`src/rtl/hz_pkg.sv`:
```
package hz_pkg;
  // Producer slots, youngest first; slot order is the forwarding priority.
  localparam int unsigned NUM_PROD = 3;
  localparam int unsigned SLOT_EX  = 0;
  localparam int unsigned SLOT_MEM = 1;
  localparam int unsigned SLOT_WB  = 2;

  typedef enum logic [1:0] {
    FWD_RF  = 2'd0,
    FWD_EX  = 2'd1,
    FWD_MEM = 2'd2,
    FWD_WB  = 2'd3
  } fwd_sel_e;
endpackage

```
`src/rtl/hz_dst_gate.sv`:
```
// Forces a stage's destination to zero when that stage is empty.
module hz_dst_gate #(
  parameter int unsigned IDX_W = 5
) (
  input  logic             vld,
  input  logic [IDX_W-1:0] dst,
  output logic [IDX_W-1:0] dst_eff
);
  assign dst_eff = vld ? dst : '0;
endmodule

```
`src/rtl/hz_src_match.sv`:
```
// Compares one decode source against every producer and picks the youngest hit.
module hz_src_match
  import hz_pkg::*;
#(
  parameter int unsigned IDX_W = 5
) (
  input  logic                src_num,
  input  logic                src_rd,
  input  logic [IDX_W-1:0]    src_idx,
  input  logic [IDX_W-1:0]    prod_dst [NUM_PROD],
  output logic [NUM_PROD-1:0] hit,
  output fwd_sel_e            sel
);
  logic live;
  assign live = src_rd && src_num;

  for (genvar g = 0; g < NUM_PROD; g++) begin : g_cmp
    assign hit[g] = live && (prod_dst[g] == src_idx);
  end

  always_comb begin
    if (hit[SLOT_EX])       sel = FWD_EX;
    else if (hit[SLOT_MEM]) sel = FWD_MEM;
    else if (hit[SLOT_WB])  sel = FWD_WB;
    else                    sel = FWD_RF;
  end
endmodule

```
`src/rtl/hz_operand_mux.sv`:
```
// Selects the operand value from the register file or a producer result.
module hz_operand_mux
  import hz_pkg::*;
#(
  parameter int unsigned DATA_W = 32
) (
  input  fwd_sel_e          sel,
  input  logic [DATA_W-1:0] rf_val,
  input  logic [DATA_W-1:0] prod_val [NUM_PROD],
  output logic [DATA_W-1:0] opnd
);
  always_comb begin
    unique case (sel)
      FWD_EX:  opnd = prod_val[SLOT_EX];
      FWD_MEM: opnd = prod_val[SLOT_MEM];
      FWD_WB:  opnd = prod_val[SLOT_WB];
      default: opnd = rf_val;
    endcase
  end
endmodule

```
`src/rtl/hz_interlock.sv`:
```
module hz_interlock
  import hz_pkg::*;
#(
  parameter int unsigned DATA_W   = 32,
  parameter int unsigned NUM_REGS = 32,
  localparam int unsigned IDX_W   = $clog2(NUM_REGS)
) (
  input  logic [IDX_W-1:0]  src_a_num,
  input  logic              src_a_rd,
  input  logic [DATA_W-1:0] src_a_rf,
  input  logic [IDX_W-1:0]  src_b_num,
  input  logic              src_b_rd,
  input  logic [DATA_W-1:0] src_b_rf,
  input  logic              ex_vld,
  input  logic [IDX_W-1:0]  ex_dst,
  input  logic              ex_is_load,
  input  logic [DATA_W-1:0] ex_res,
  input  logic              mem_vld,
  input  logic [IDX_W-1:0]  mem_dst,
  input  logic [DATA_W-1:0] mem_res,
  input  logic              wb_vld,
  input  logic [IDX_W-1:0]  wb_dst,
  input  logic [DATA_W-1:0] wb_res,
  input  logic              dec_vld,
  input  logic              dec_br_taken,
  output logic [DATA_W-1:0] opnd_a,
  output logic [DATA_W-1:0] opnd_b,
  output logic              ld_use_stall,
  output logic              dec_go,
  output logic              fetch_hold
);
  localparam int unsigned NUM_SRC = 2;

  // Producer side: gate destinations with stage valid.
  logic              prod_vld [NUM_PROD];
  logic [IDX_W-1:0]  prod_raw [NUM_PROD];
  logic [IDX_W-1:0]  prod_dst [NUM_PROD];
  logic [DATA_W-1:0] prod_val [NUM_PROD];

  assign prod_vld[SLOT_EX]  = ex_vld;
  assign prod_vld[SLOT_MEM] = mem_vld;
  assign prod_vld[SLOT_WB]  = wb_vld;
  assign prod_raw[SLOT_EX]  = ex_dst;
  assign prod_raw[SLOT_MEM] = mem_dst;
  assign prod_raw[SLOT_WB]  = wb_dst;
  assign prod_val[SLOT_EX]  = ex_res;
  assign prod_val[SLOT_MEM] = mem_res;
  assign prod_val[SLOT_WB]  = wb_res;

  for (genvar p = 0; p < NUM_PROD; p++) begin : g_prod
    hz_dst_gate #(.IDX_W(IDX_W)) u_gate (
      .vld     (prod_vld[p]),
      .dst     (prod_raw[p]),
      .dst_eff (prod_dst[p])
    );
  end

  // Consumer side: one matcher and mux per source.
  logic [IDX_W-1:0]    s_idx  [NUM_SRC];
  logic                s_rd   [NUM_SRC];
  logic [DATA_W-1:0]   s_rf   [NUM_SRC];
  logic [DATA_W-1:0]   s_out  [NUM_SRC];
  logic [NUM_PROD-1:0] s_hit  [NUM_SRC];
  fwd_sel_e            s_sel  [NUM_SRC];
  logic [NUM_SRC-1:0]  s_load_hit;

  assign s_idx[0] = src_a_num;
  assign s_idx[1] = src_b_num;
  assign s_rd[0]  = src_a_rd;
  assign s_rd[1]  = src_b_rd;
  assign s_rf[0]  = src_a_rf;
  assign s_rf[1]  = src_b_rf;

  for (genvar s = 0; s < NUM_SRC; s++) begin : g_src
    hz_src_match #(.IDX_W(IDX_W)) u_match (
      .src_num  (|s_idx[s]),
      .src_rd   (s_rd[s]),
      .src_idx  (s_idx[s]),
      .prod_dst (prod_dst),
      .hit      (s_hit[s]),
      .sel      (s_sel[s])
    );
    hz_operand_mux #(.DATA_W(DATA_W)) u_mux (
      .sel      (s_sel[s]),
      .rf_val   (s_rf[s]),
      .prod_val (prod_val),
      .opnd     (s_out[s])
    );
    assign s_load_hit[s] = s_hit[s][SLOT_EX] && ex_is_load;
  end

  assign opnd_a       = s_out[0];
  assign opnd_b       = s_out[1];
  assign ld_use_stall = |s_load_hit;
  assign dec_go       = dec_vld && !ld_use_stall;
  assign fetch_hold   = dec_br_taken && ld_use_stall;

  // Embedded checks on the port-level relations.
  always_comb begin
    p_zero_src_a_r2: assert (src_a_num != '0 || opnd_a == src_a_rf);
    p_zero_src_b_r2: assert (src_b_num != '0 || opnd_b == src_b_rf);
    p_unread_a_r1:   assert (src_a_rd || opnd_a == src_a_rf);
    p_unread_b_r1:   assert (src_b_rd || opnd_b == src_b_rf);
    p_idle_r10:      assert (ex_vld || mem_vld || wb_vld ||
                             (opnd_a == src_a_rf && opnd_b == src_b_rf && !ld_use_stall));
    p_ex_wins_r4:    assert (!(src_a_rd && src_a_num != '0 && ex_vld && ex_dst == src_a_num)
                             || opnd_a == ex_res);
    p_stall_load_r5: assert (!ld_use_stall || (ex_vld && ex_is_load));
    p_no_go_r6:      assert (!ld_use_stall || !dec_go);
    p_hold_r7:       assert (!fetch_hold || (dec_br_taken && ld_use_stall));
  end
endmodule

```
`config.mk`:
```
export PLATFORM = sky130hd
export DESIGN_NAME = hz_interlock
export DESIGN_NICKNAME = d
export VERILOG_FILES = /design/src/rtl/hz_pkg.sv /design/src/rtl/hz_dst_gate.sv /design/src/rtl/hz_src_match.sv /design/src/rtl/hz_operand_mux.sv /design/src/rtl/hz_interlock.sv
export SDC_FILE = /design/constraint.sdc
export NUM_CORES = 1
export LEC_CHECK = 0
export BUFFER_PORTS_ARGS = -buffer_cell sky130_fd_sc_hd__buf_2
export CAP_MARGIN = 30
export CORE_AREA = 3 3 99 101
export DETAILED_ROUTE_END_ITERATION = 16
export DIE_AREA = 0 0 102 104
export GPL_ROUTABILITY_DRIVEN = 0
export PLACE_DENSITY_LB_ADDON = 0.15
export SYNTH_ARGS = -nofsm -noshare
export SYNTH_HDL_FRONTEND = slang
export SYNTH_SLANG_ARGS = --single-unit
export TNS_END_PERCENT = 20
```
`constraint.sdc`:
```
create_clock -name vclk -period 3.6
set_input_delay 0.36 -clock vclk [all_inputs]
set_output_delay 0.36 -clock vclk [all_outputs]
set_load 0.03 [all_outputs]
```
* Yosys cells after proc, flatten, opt, wreduce, memory -nomap -nowiden *
Index checks and enable logic that the tools add are counted.

storage, ports and cells
  flip-flop bits (word level) = 0

cells by class
  equal/unequal tests = 12
  muxes and demuxes = 11
  reductions and logical operators = 16

operators by type and width
  kind                number
  $pmux 32 s3         2
  $eq 5x5->1          6
  $mux 5              3
  $logic_and 1x1->1   12
  $mux 2              6
  $reduce_or 5->1     2
  $eq 2x2->1 const B  4
  $eq 2x1->1 const B  2
  $reduce_or 2->1     1
  $logic_not 1->1     1

* Longest topological paths before layout *
Gate-level depths: netlist of run 1.

  depth in word-level cells = 8
  depth in mapped cells = 9

* Cells and area by module *
Synthesis of run 1 repeated with hierarchy kept, for this count alone.

unflattened totals
  cell total of the unflattened synthesis = 154
  area, all modules = 2185.8 um^2

by module, submodules not included
  module          times used  cells an instance  area an instance (um^2)  seq. area each (um^2)
  hz_operand_mux  2           39                 814.5                    0.0
  hz_src_match    2           26                 209.0                    0.0
  hz_dst_gate     3           5                  31.3                     0.0
  hz_interlock    1           9                  45.0                     0.0

* Worst setup path before layout of run 1 *
OpenSTA, ideal clock, no wires.

  path kind = input port to output port
  start = input ex_vld
  end = output fetch_hold
  arrival = 2.515 ns
  required time = 3.240 ns
  setup slack = 0.725 ns
  cell stages on the path = 7
  path through = clkbuf_1 -> nand2_1 -> xnor2_1 -> a311oi_1 -> nand2_2 -> a21boi_0 -> and2_1

on the way
  word-level cells in the longest chain between the ends = 6
  elaborated cells on any way between the ends = 9
  those cells by class = 2 x eq/ne; 1 x mux; 6 x reduce/logical

ends and longest elaborated chain
  element                 line                RTL
  from (decl)             hz_interlock.sv:14  input logic ex_vld,
  $mux 5 *                hz_dst_gate.sv:9    assign dst_eff = vld ? dst : '0;
  $eq 5x5->1              hz_src_match.sv:18  assign hit[g] = live && (prod_dst[g] == src_idx);
  $logic_and 1x1->1       hz_src_match.sv:18
  $logic_and 1x1->1       hz_interlock.sv:89  assign s_load_hit[s] = s_hit[s][SLOT_EX] && ex_is_load;
  $reduce_or 2->1 *       hz_interlock.sv:94  assign ld_use_stall = |s_load_hit;
  named net ld_use_stall  hz_interlock.sv:28  output logic ld_use_stall,
  $logic_and 1x1->1 *     hz_interlock.sv:96  assign fetch_hold = dec_br_taken && ld_use_stall;
  to (decl)               hz_interlock.sv:30  output logic fetch_hold

The timed path passes the listed nets; every way through them passes the cells marked *.

* Worst setup path after layout of run 1 *
  start = input src_b_num[2]
  end = output opnd_b[15]

on the way
  word-level cells in the longest chain between the ends = 8
  elaborated cells on any way between the ends = 15
  those cells by class = 6 x eq/ne; 4 x mux; 5 x reduce/logical

ends and longest elaborated chain
  element                                          line                  RTL
  from (decl)                                      hz_interlock.sv:11    input logic [IDX_W-1:0] src_b_num,
  $reduce_or 5->1                                  hz_interlock.sv:76    .src_num (|s_idx[s]),
  $logic_and 1x1->1                                hz_src_match.sv:15    assign live = src_rd && src_num;
  $logic_and 1x1->1                                hz_src_match.sv:18
  $mux 2                                           hz_src_match.sv:24    else if (hit[SLOT_WB]) sel = FWD_WB;
  $mux 2                                           hz_src_match.sv:23    else if (hit[SLOT_MEM]) sel = FWD_MEM;
  $mux 2 *                                         hz_src_match.sv:22    if (hit[SLOT_EX]) sel = FWD_EX;
  $eq 2x2->1 / $eq 2x1->1 (equally long branches)  hz_operand_mux.sv:13  unique case (sel)
  $pmux 32 s3 *                                    hz_operand_mux.sv:13
  to (decl)                                        hz_interlock.sv:27    output logic [DATA_W-1:0] opnd_b,

Every way passes the cells marked *; elsewhere a longest branch is shown, timed or not.

==> summary.txt, run 1 <==
Design Power - 0.5418 mW
Avg WL per Cell - 18.64 um
Number of buffers added for setup after CTS - 0
PostCTS Resize Cnt - 0
Die height - 104 um
Final #Nets - 837
Max-cap violations - 0
Min-delay src - dec_br_taken
Initial Utilization - 31.51%
WP data required - 3.24 ns
Post-synthesis sequential area ratio - 0%
Startpoint Class - input port
Sequential cell area - 0 um^2
Status - finished, final reports clean
Dpl hpwl - 10920 um
Sequential cell count - 0
Die X-Extent - 102 um
Worst vdd ir - 0.00006130 V
Top post-synthesis cells by area - a2bb2oi_1 (20%), nand2_1 (10%), nand3b_1 (8.9%)
Worst Hold Class - input port to output pin
Period minus WS final - 3.156 ns
DRC - 0
Post-Route Setup TNS - 0 ns
Area growth, synth to finish - 48.65%
LEAKAGE - 1.819 nW
Fillers - 949
Relative slew slack - 45.82%
IO buf count - 260
RSZ-0062 raised after global routing - no
Vias per cell - 6.050
Area of the multi-input gates - 2639 um^2
Yosys warns - 0
First-pass iteration count of the detailed router - 4
Syn nets - 615
Crit share post-route - 87.68%
Largest net degree at the start of global routing - 34
Most common cell after layout, fill and taps aside - buf_2
DIE AREA - 10610 um^2
Worst path cell trace - buf_2, or4_4, o21a_1, o211a_1, nand2_1, o211ai_4, buf_8, a2bb2oi_1, buf_2
Worst EP arrival - 2.80 ns
Core box area - 9109 um^2
Worst Hold Path Cells - 3
Netlist Area Pre-Place - 2870 um^2
Share of cells above drive strength 1 - 45.95%
Power per cell area - 127.0 nW/um^2
Final antenna-violating net count - 0
Detailed Route WL - 14040 um
Max Slew Vio Count - 0
Grt total ovfl - 0
CP max stage delay - 0.55 ns
First-pass GRT wire length - 21770 um
Hold_buf cts - 0
Vias in the first global route - 4424
Final Setup Violations - 0
Initial antenna violation count - 0
Worst-margin pin slew - 0.8104 ns
Number of clock-tree buffers in the layout - 0
Via count - 4556
Synth top area share - 19.53%
Leading area contributor after synthesis - a2bb2oi_1
Gr usage total - 24.26%
Most frequent CP cell - buf_2
CP Max Fanout - 17
Syn avg cell area - 6.802 um^2
Post-synth cell types - 52
Hold Vio Cnt, Final - 0
Commonest cells after routing, fill and taps aside - buf_2 (260), nand2_1 (78), a2bb2oi_1 (64)
Ant diodes - 0
Syn Inst Count - 422
Crit Path Class - input port to output pin
Starting DRT DRC Count - 283
Hold Path End - fetch_hold
I/O pin cnt - 260
Slowest CP cell - or4_4
Rows - 35
Max Clk Rate - 316.8 MHz
Worst Setup End Kind - output pin
report_power, final:
part / total [mW] / internal [mW] / switching (mW)
sequential: 0 / 0 / 0
combinational: 0.542 / 0.220 / 0.321
clock: 0 / 0 / 0
layout make-up:
type                       instances  share of cell area (%)
multi-input combinational        363                   61.85
timing repair buffer             277                   34.72
tap                              111                   3.255
inverter                           2                  0.1760
cell families (layout without fill, tap and decap cells):
logic type / count (synthesis) / after routing / synth area share [%]
xor+xnor: 17 / 17 / 5.188
buf+inv: 59 / 279 / 9.982
simple gates: 181 / 181 / 36.49
compound gates: 165 / 165 / 48.34
metrics by stage:
stage	hold slack (ns)	instances	area, um^2	worst slack (ns)	util, %
after global routing	1.095	753	4267	0.2386	46.84
after CTS	1.075	752	4252	0.4038	46.68
after floorplan	0.9267	422	2870	0.7250	-
final	1.071	753	4267	0.4437	46.84
after detailed placement	1.075	752	4252	0.4089	46.68
after global placement	1.074	751	4224	0.4282	46.37
routing by layer:
layer / vias up / wire (um) / share of wire, % / track usage, %
li1: 2154 / - / - / -
met2: 238 / 6906 / 49 / 43.04
met3: 30 / 1036 / 7.4 / 2.616
met4: 0 / 403 / 2.9 / 6.842
met5: - / 0 / 0 / 0
met1: 2134 / 5688 / 41 / 30.35
cells in the mapped netlist, types with 5 or more instances:
library cell,instances
a2bb2oi_1,64
buf_2,18
buf_6,5
clkbuf_1,31
nand2_1,78
nand3b_1,34
nor2_1,7
o211ai_1,32
o21ai_0,7
o311ai_1,29
or4_1,33
xnor2_1,9
xor2_1,8
how the worst max path moves through the flow:
stage	from	to	slack (ns)	cells after the start
floorplan	ex_vld	fetch_hold	0.73	7
global placement	mem_dst[1]	opnd_a[0]	0.43	8
detailed placement	src_b_num[2]	opnd_b[27]	0.41	8
CTS	src_b_num[2]	opnd_b[27]	0.40	8
global route	src_b_num[2]	opnd_b[21]	0.24	9
finish	src_b_num[2]	opnd_b[15]	0.44	9
critical path: cells and delay by family:
family,cells,cell delay (ns)
AO/OA/AOI/OAI,4,0.81
buffers and inverters,3,0.61
AND/OR/NAND/NOR,2,1.00
Power figures use the tool's default switching activity.
==> inputs of run 2 (changes only) <==
CORE_AREA = 3 3 101 103   (was 3 3 99 101)
DIE_AREA = 0 0 104 106   (was 0 0 102 104)
SYNTH_HIERARCHICAL = 1   (was default)
==> run 2 against run 1 <==
Against the previous run: first-iteration DRC count down 69%; die area up 3.9%; count of clock-buffer cells in the layout is the same; combinational power down 6.6%; worst setup slack better by 0.15 ns; flip-flop and latch count unchanged; maximum frequency increased by 5.0%; via count decreased by 44%; final area is 17% lower; non-clock buffer count down 9; critical path type unchanged; largest cell class unchanged.
==> summary.txt, run 2 <==
Status - finished, final reports clean
Max Clk Rate - 332.7 MHz (+5.0%)
DRC - 0 (unchanged)
Worst Hold Path Cells - 3 (unchanged)
Die height - 106 um (+1.9%)
IO buf count - 260 (unchanged)
Commonest cells after routing, fill and taps aside - buf_2 (260), mux4_2 (60), xnor2_1 (18)
Rows - 35 (unchanged)
Sequential cell area - 0 um^2 (unchanged)
Max Slew Vio Count - 0 (unchanged)
Number of buffers added for setup after CTS - 0 (unchanged)
Startpoint Class - input port
Final antenna-violating net count - 0 (unchanged)
Final Setup Violations - 0 (unchanged)
Syn nets - 345 (-44%)
Period minus WS final - 3.005 ns (-0.1510 ns)
Worst Hold Class - input port to output pin
Post-Route Setup TNS - 0 ns (unchanged)
PostCTS Resize Cnt - 0 (unchanged)
Initial Utilization - 23.46% (-8.0 points)
Finished Cell Area - 3558 um^2 (-17%)
DIE AREA - 11020 um^2 (+3.9%)
Worst vdd ir - 0.00005861 V (-4.4%)
CP Max Fanout - 18 (+1)
Hold_buf cts - 0 (unchanged)
Syn avg cell area - 14.33 um^2 (+110%)
RSZ-0062 raised after global routing - no
DP Area - 3558 um^2 (-16%)
Syn Inst Count - 152 (-64%)
Die X-Extent - 104 um (+2.0%)
LEAKAGE - 1.611 nW (-11%)
Vias in the first global route - 2728 (-38%)
Share of cells above drive strength 1 - 82.76% (+37 points)
Number of clock-tree buffers in the layout - 0 (unchanged)
Worst Setup Slack, final - 0.5946 ns (+0.1510 ns)
Via count - 2548 (-44%)
Ant diodes - 0 (unchanged)
Fillers - 971 (+2.3%)
Grt total ovfl - 0 (unchanged)
Gr usage total - 16.77% (-7.5 points)
Hold Path End - fetch_hold
Detailed Route WL - 9965 um (-29%)
First-pass iteration count of the detailed router - 4 (unchanged)
Worst EP arrival - 2.65 ns (-0.15 ns)
Sequential cell count - 0 (unchanged)
Design Power - 0.5060 mW (-6.6%)
Area growth, synth to finish - 63.35%
Starting DRT DRC Count - 87 (-69%)
Hold Vio Cnt, Final - 0 (unchanged)
Yosys warns - 6 (+6)
Crit path launch - wb_vld
Initial antenna violation count - 0 (unchanged)
First-pass GRT wire length - 14990 um (-31%)
Power per cell area - 142.2 nW/um^2 (+12%)
Crit share post-route - 83.48% (-4.2 points)
Dpl hpwl - 8962 um (-18%)
Netlist Area Pre-Place - 2178 um^2 (-24%)
Largest net degree at the start of global routing - 20 (-41%)
Area of the multi-input gates - 2028 um^2 (-23%)
Max-cap violations - 0 (unchanged)
Crit Path Class - input port to output pin
WP data required - 3.24 ns (about the same)
Relative slew slack - 76.49% (+31 points)
I/O pin cnt - 260 (unchanged)
Fin util - 38.33% (-8.5 points)
Worst-margin pin slew - 0.3508 ns (-0.4596 ns)
Core box area - 9284 um^2 (+1.9%)
Avg WL per Cell - 18.63 um (about the same)
DP Worst Slack - 0.5464 ns (+0.1375 ns)
Min-delay src - dec_br_taken
Worst Setup End Kind - output pin
Vias per cell - 4.763 (-21%)
Final #Nets - 601 (-28%)
Most common cell after layout, fill and taps aside - buf_2
[run 2: per-stage QoR]
stage               hold WS (ns)  instances
finish                     1.078        535
global route               1.105        535
CTS                        1.081        535
global placement           1.077        535
floorplan                 0.9184        152
detailed placement         1.076        535
[run 2: worst max-delay path by stage]
stage,to,cells after the start
after CTS,opnd_b[28],9
after floorplan,opnd_a[0],8
after detailed placement,opnd_b[28],9
final,opnd_b[28],9
after global routing,opnd_a[28],9
after global placement,opnd_b[28],9
[run 2: layer usage]
layer / share of wire, % / track usage, % / up-vias
met2: 57 / 33.38 / 124
met1: 36 / 19.83 / 1248
met3: 6.7 / 2.793 / 2
met4: 0.29 / 0.3799 / 0
li1: - / - / 1174
met5: 0 / 0 / -
[run 2: final cells by class]
| class | count | share of cell area [%] |
|---|---|---|
| multi-input cells | 136 | 57.00 |
| repair buffers | 268 | 38.26 |
| well taps | 129 | 4.536 |
| inverters | 2 | 0.2110 |
[run 2: worst max-delay path, cell delays in order]
cell and delay (ns):
buf_2 0.12, and2_1 0.17, xnor2_1 0.15, nand4_1 0.13
or3_4 0.42, o21bai_4 0.16, buf_4 0.35, mux4_1 0.59
buf_2 0.19
[run 2: power by group]
group          total (mW)  switching, mW  internal [mW]
Sequential              0              0              0
Combinational       0.506          0.273          0.233
Clock                   0              0              0
Total               0.506          0.273          0.233
==> inputs of run 3 (changes only) <==
CORE_AREA = 3 3 99 101   (was 3 3 101 103)
DIE_AREA = 0 0 102 104   (was 0 0 104 106)
clock period = 3.1 ns   (was 3.6 ns; I/O delays follow)
==> run 3 against run 2 <==
Against the previous run: die area shrank 3.8%; worst setup slack worse by 0.31 ns; routed wire length is 3.7% lower; flip-flop and latch count unchanged; critical path depth did not move; final area increased by 0.70%.
==> summary.txt, run 3 (synthesized netlist as in run 2, its figures left out) <==
Status - finished, final reports clean
Final #Nets - 602 (+0.17%)
Rows - 35 (unchanged)
Most common cell after layout, fill and taps aside - buf_2
Worst Setup Slack, final - 0.2818 ns (-0.3128 ns)
IO buf count - 260 (unchanged)
Area growth, synth to finish - 64.50%
Worst Path Buf+Inv - 3 (unchanged)
LEAKAGE - 1.625 nW (+0.86%)
First-pass iteration count of the detailed router - 4 (unchanged)
Via count - 2580 (+1.3%)
Crit share post-route - 90.91%
Relative slew slack - 81.40% (+4.9 points)
Hold Vio Cnt, Final - 0 (unchanged)
Max Clk Rate - 354.8 MHz
Detailed Route WL - 9595 um (-3.7%)
CP max stage delay - 0.55 ns (-0.04 ns)
DP Worst Slack - 0.2416 ns (-0.3049 ns)
Finished Cell Area - 3583 um^2 (+0.70%)
Dpl hpwl - 8641 um (-3.6%)
Hold_buf cts - 0 (unchanged)
Number of clock-tree buffers in the layout - 0 (unchanged)
Die X-Extent - 102 um (-1.9%)
Max Slew Vio Count - 0 (unchanged)
Max-cap violations - 0 (unchanged)
Commonest cells after routing, fill and taps aside - buf_2 (260), mux4_2 (60), xnor2_1 (18)
RSZ-0062 raised after global routing - no
Post-Route Setup TNS - 0 ns (unchanged)
Vias per cell - 4.971 (+4.4%)
Share of cells above drive strength 1 - 82.80% (about the same)
Sequential cell count - 0 (unchanged)
Grt total ovfl - 0 (unchanged)
DRC - 0 (unchanged)
Worst Setup End Kind - output pin
I/O pin cnt - 260 (unchanged)
Number of buffers added for setup after CTS - 0 (unchanged)
Initial Utilization - 23.91% (+0.45 points)
Final Setup Violations - 0 (unchanged)
Period minus WS final - 2.818 ns
WP data required - 2.79 ns (-0.45 ns)
First-pass GRT wire length - 14570 um (-2.8%)
Initial antenna violation count - 1 (+1)
Worst vdd ir - 0.00005145 V (-12%)
Worst Hold Class - input port to output pin
Avg WL per Cell - 18.49 um (-0.74%)
Starting DRT DRC Count - 64 (-26%)
Cell family with most CP delay - simple AND/OR/NAND/NOR gates
Hold Path End - fetch_hold
Vias in the first global route - 2951 (+8.2%)
DP Area - 3581 um^2 (+0.63%)
Startpoint Class - input port
DIE AREA - 10610 um^2 (-3.8%)
Worst path cell trace - buf_2, and2_1, xnor2_1, nand4_1, or3_4, o21bai_4, buf_4, mux4_2, buf_2
Crit Path Class - input port to output pin
Sequential cell area - 0 um^2 (unchanged)
Worst-margin pin slew - 0.2790 ns (-0.07181 ns)
Most frequent CP cell - buf_2
Worst Hold Path Cells - 3 (unchanged)
Min-delay src - dec_br_taken
Power per cell area - 164.1 nW/um^2 (+15%)
PostCTS Resize Cnt - 0 (unchanged)
Die height - 104 um (-1.9%)
Crit path launch - wb_vld
CP Max Fanout - 14 (-4)
Worst EP arrival - 2.51 ns (-0.14 ns)
Final antenna-violating net count - 0 (unchanged)
Largest net degree at the start of global routing - 33 (+65%)
Core box area - 9109 um^2 (-1.9%)
Slowest CP cell - mux4_2
Gr usage total - 17.01% (+0.23 points)
==> run 3: changes by cell type in the layout (fill, tap and decap cells not counted), sizes merged <==
cell	previous run	this run
buf	268	269
diode	0	1
==> run 3: report_power, final <==
| group | total, mW | internal (mW) | switching, mW |
|---|---|---|---|
| logic | 0.588 | 0.274 | 0.314 |
| clock network | 0.0000000431 | 0.0000000431 | 0 |
| registers | 0 | 0 | 0 |
==> run 3: worst min-delay path, cell delays in order <==
cell	delay, ns
buf_2	0.07
and2_1	0.10
buf_2	0.20
==> run 3: per-stage QoR <==
step | power, mW | utilization, % | hold slack [ns] | std cells
floorplan | 0.3643 | - | 0.8184 | 152
detailed placement | 0.5931 | 39.31 | 0.9863 | 518
CTS | 0.5939 | 39.31 | 0.9869 | 518
global placement | 0.5865 | 39.31 | 0.9871 | 518
global route | 0.6303 | 39.34 | 1.009 | 519
finish | 0.5881 | 39.34 | 0.9876 | 519
==> run 3: area by class of cell <==
class,instances,area (um^2)
Antenna cell,1,2.502
Fill cell,938,5525
Inverter,2,7.507
Multi-Input combinational cell,136,2028
Tap cell,111,138.9
Timing Repair Buffer,269,1406
==> run 3: worst max-delay path by stage <==
stage / endpoint / slack (ns) / cells past startpoint
CTS: opnd_a[6] / 0.24 / 9
global placement: opnd_b[29] / 0.27 / 9
floorplan: opnd_a[0] / 0.67 / 8
detailed placement: opnd_a[6] / 0.24 / 9
global route: opnd_a[6] / 0.12 / 9
finish: opnd_a[6] / 0.28 / 9
==> run 3: routing by layer <==
layer,vias to the layer above,global-route usage (%),wire length [um]
li1,1177,-,-
met1,1246,18.72,3407
met2,137,33.89,5286
met3,20,1.341,639
met4,0,4.124,262
met5,-,0,0
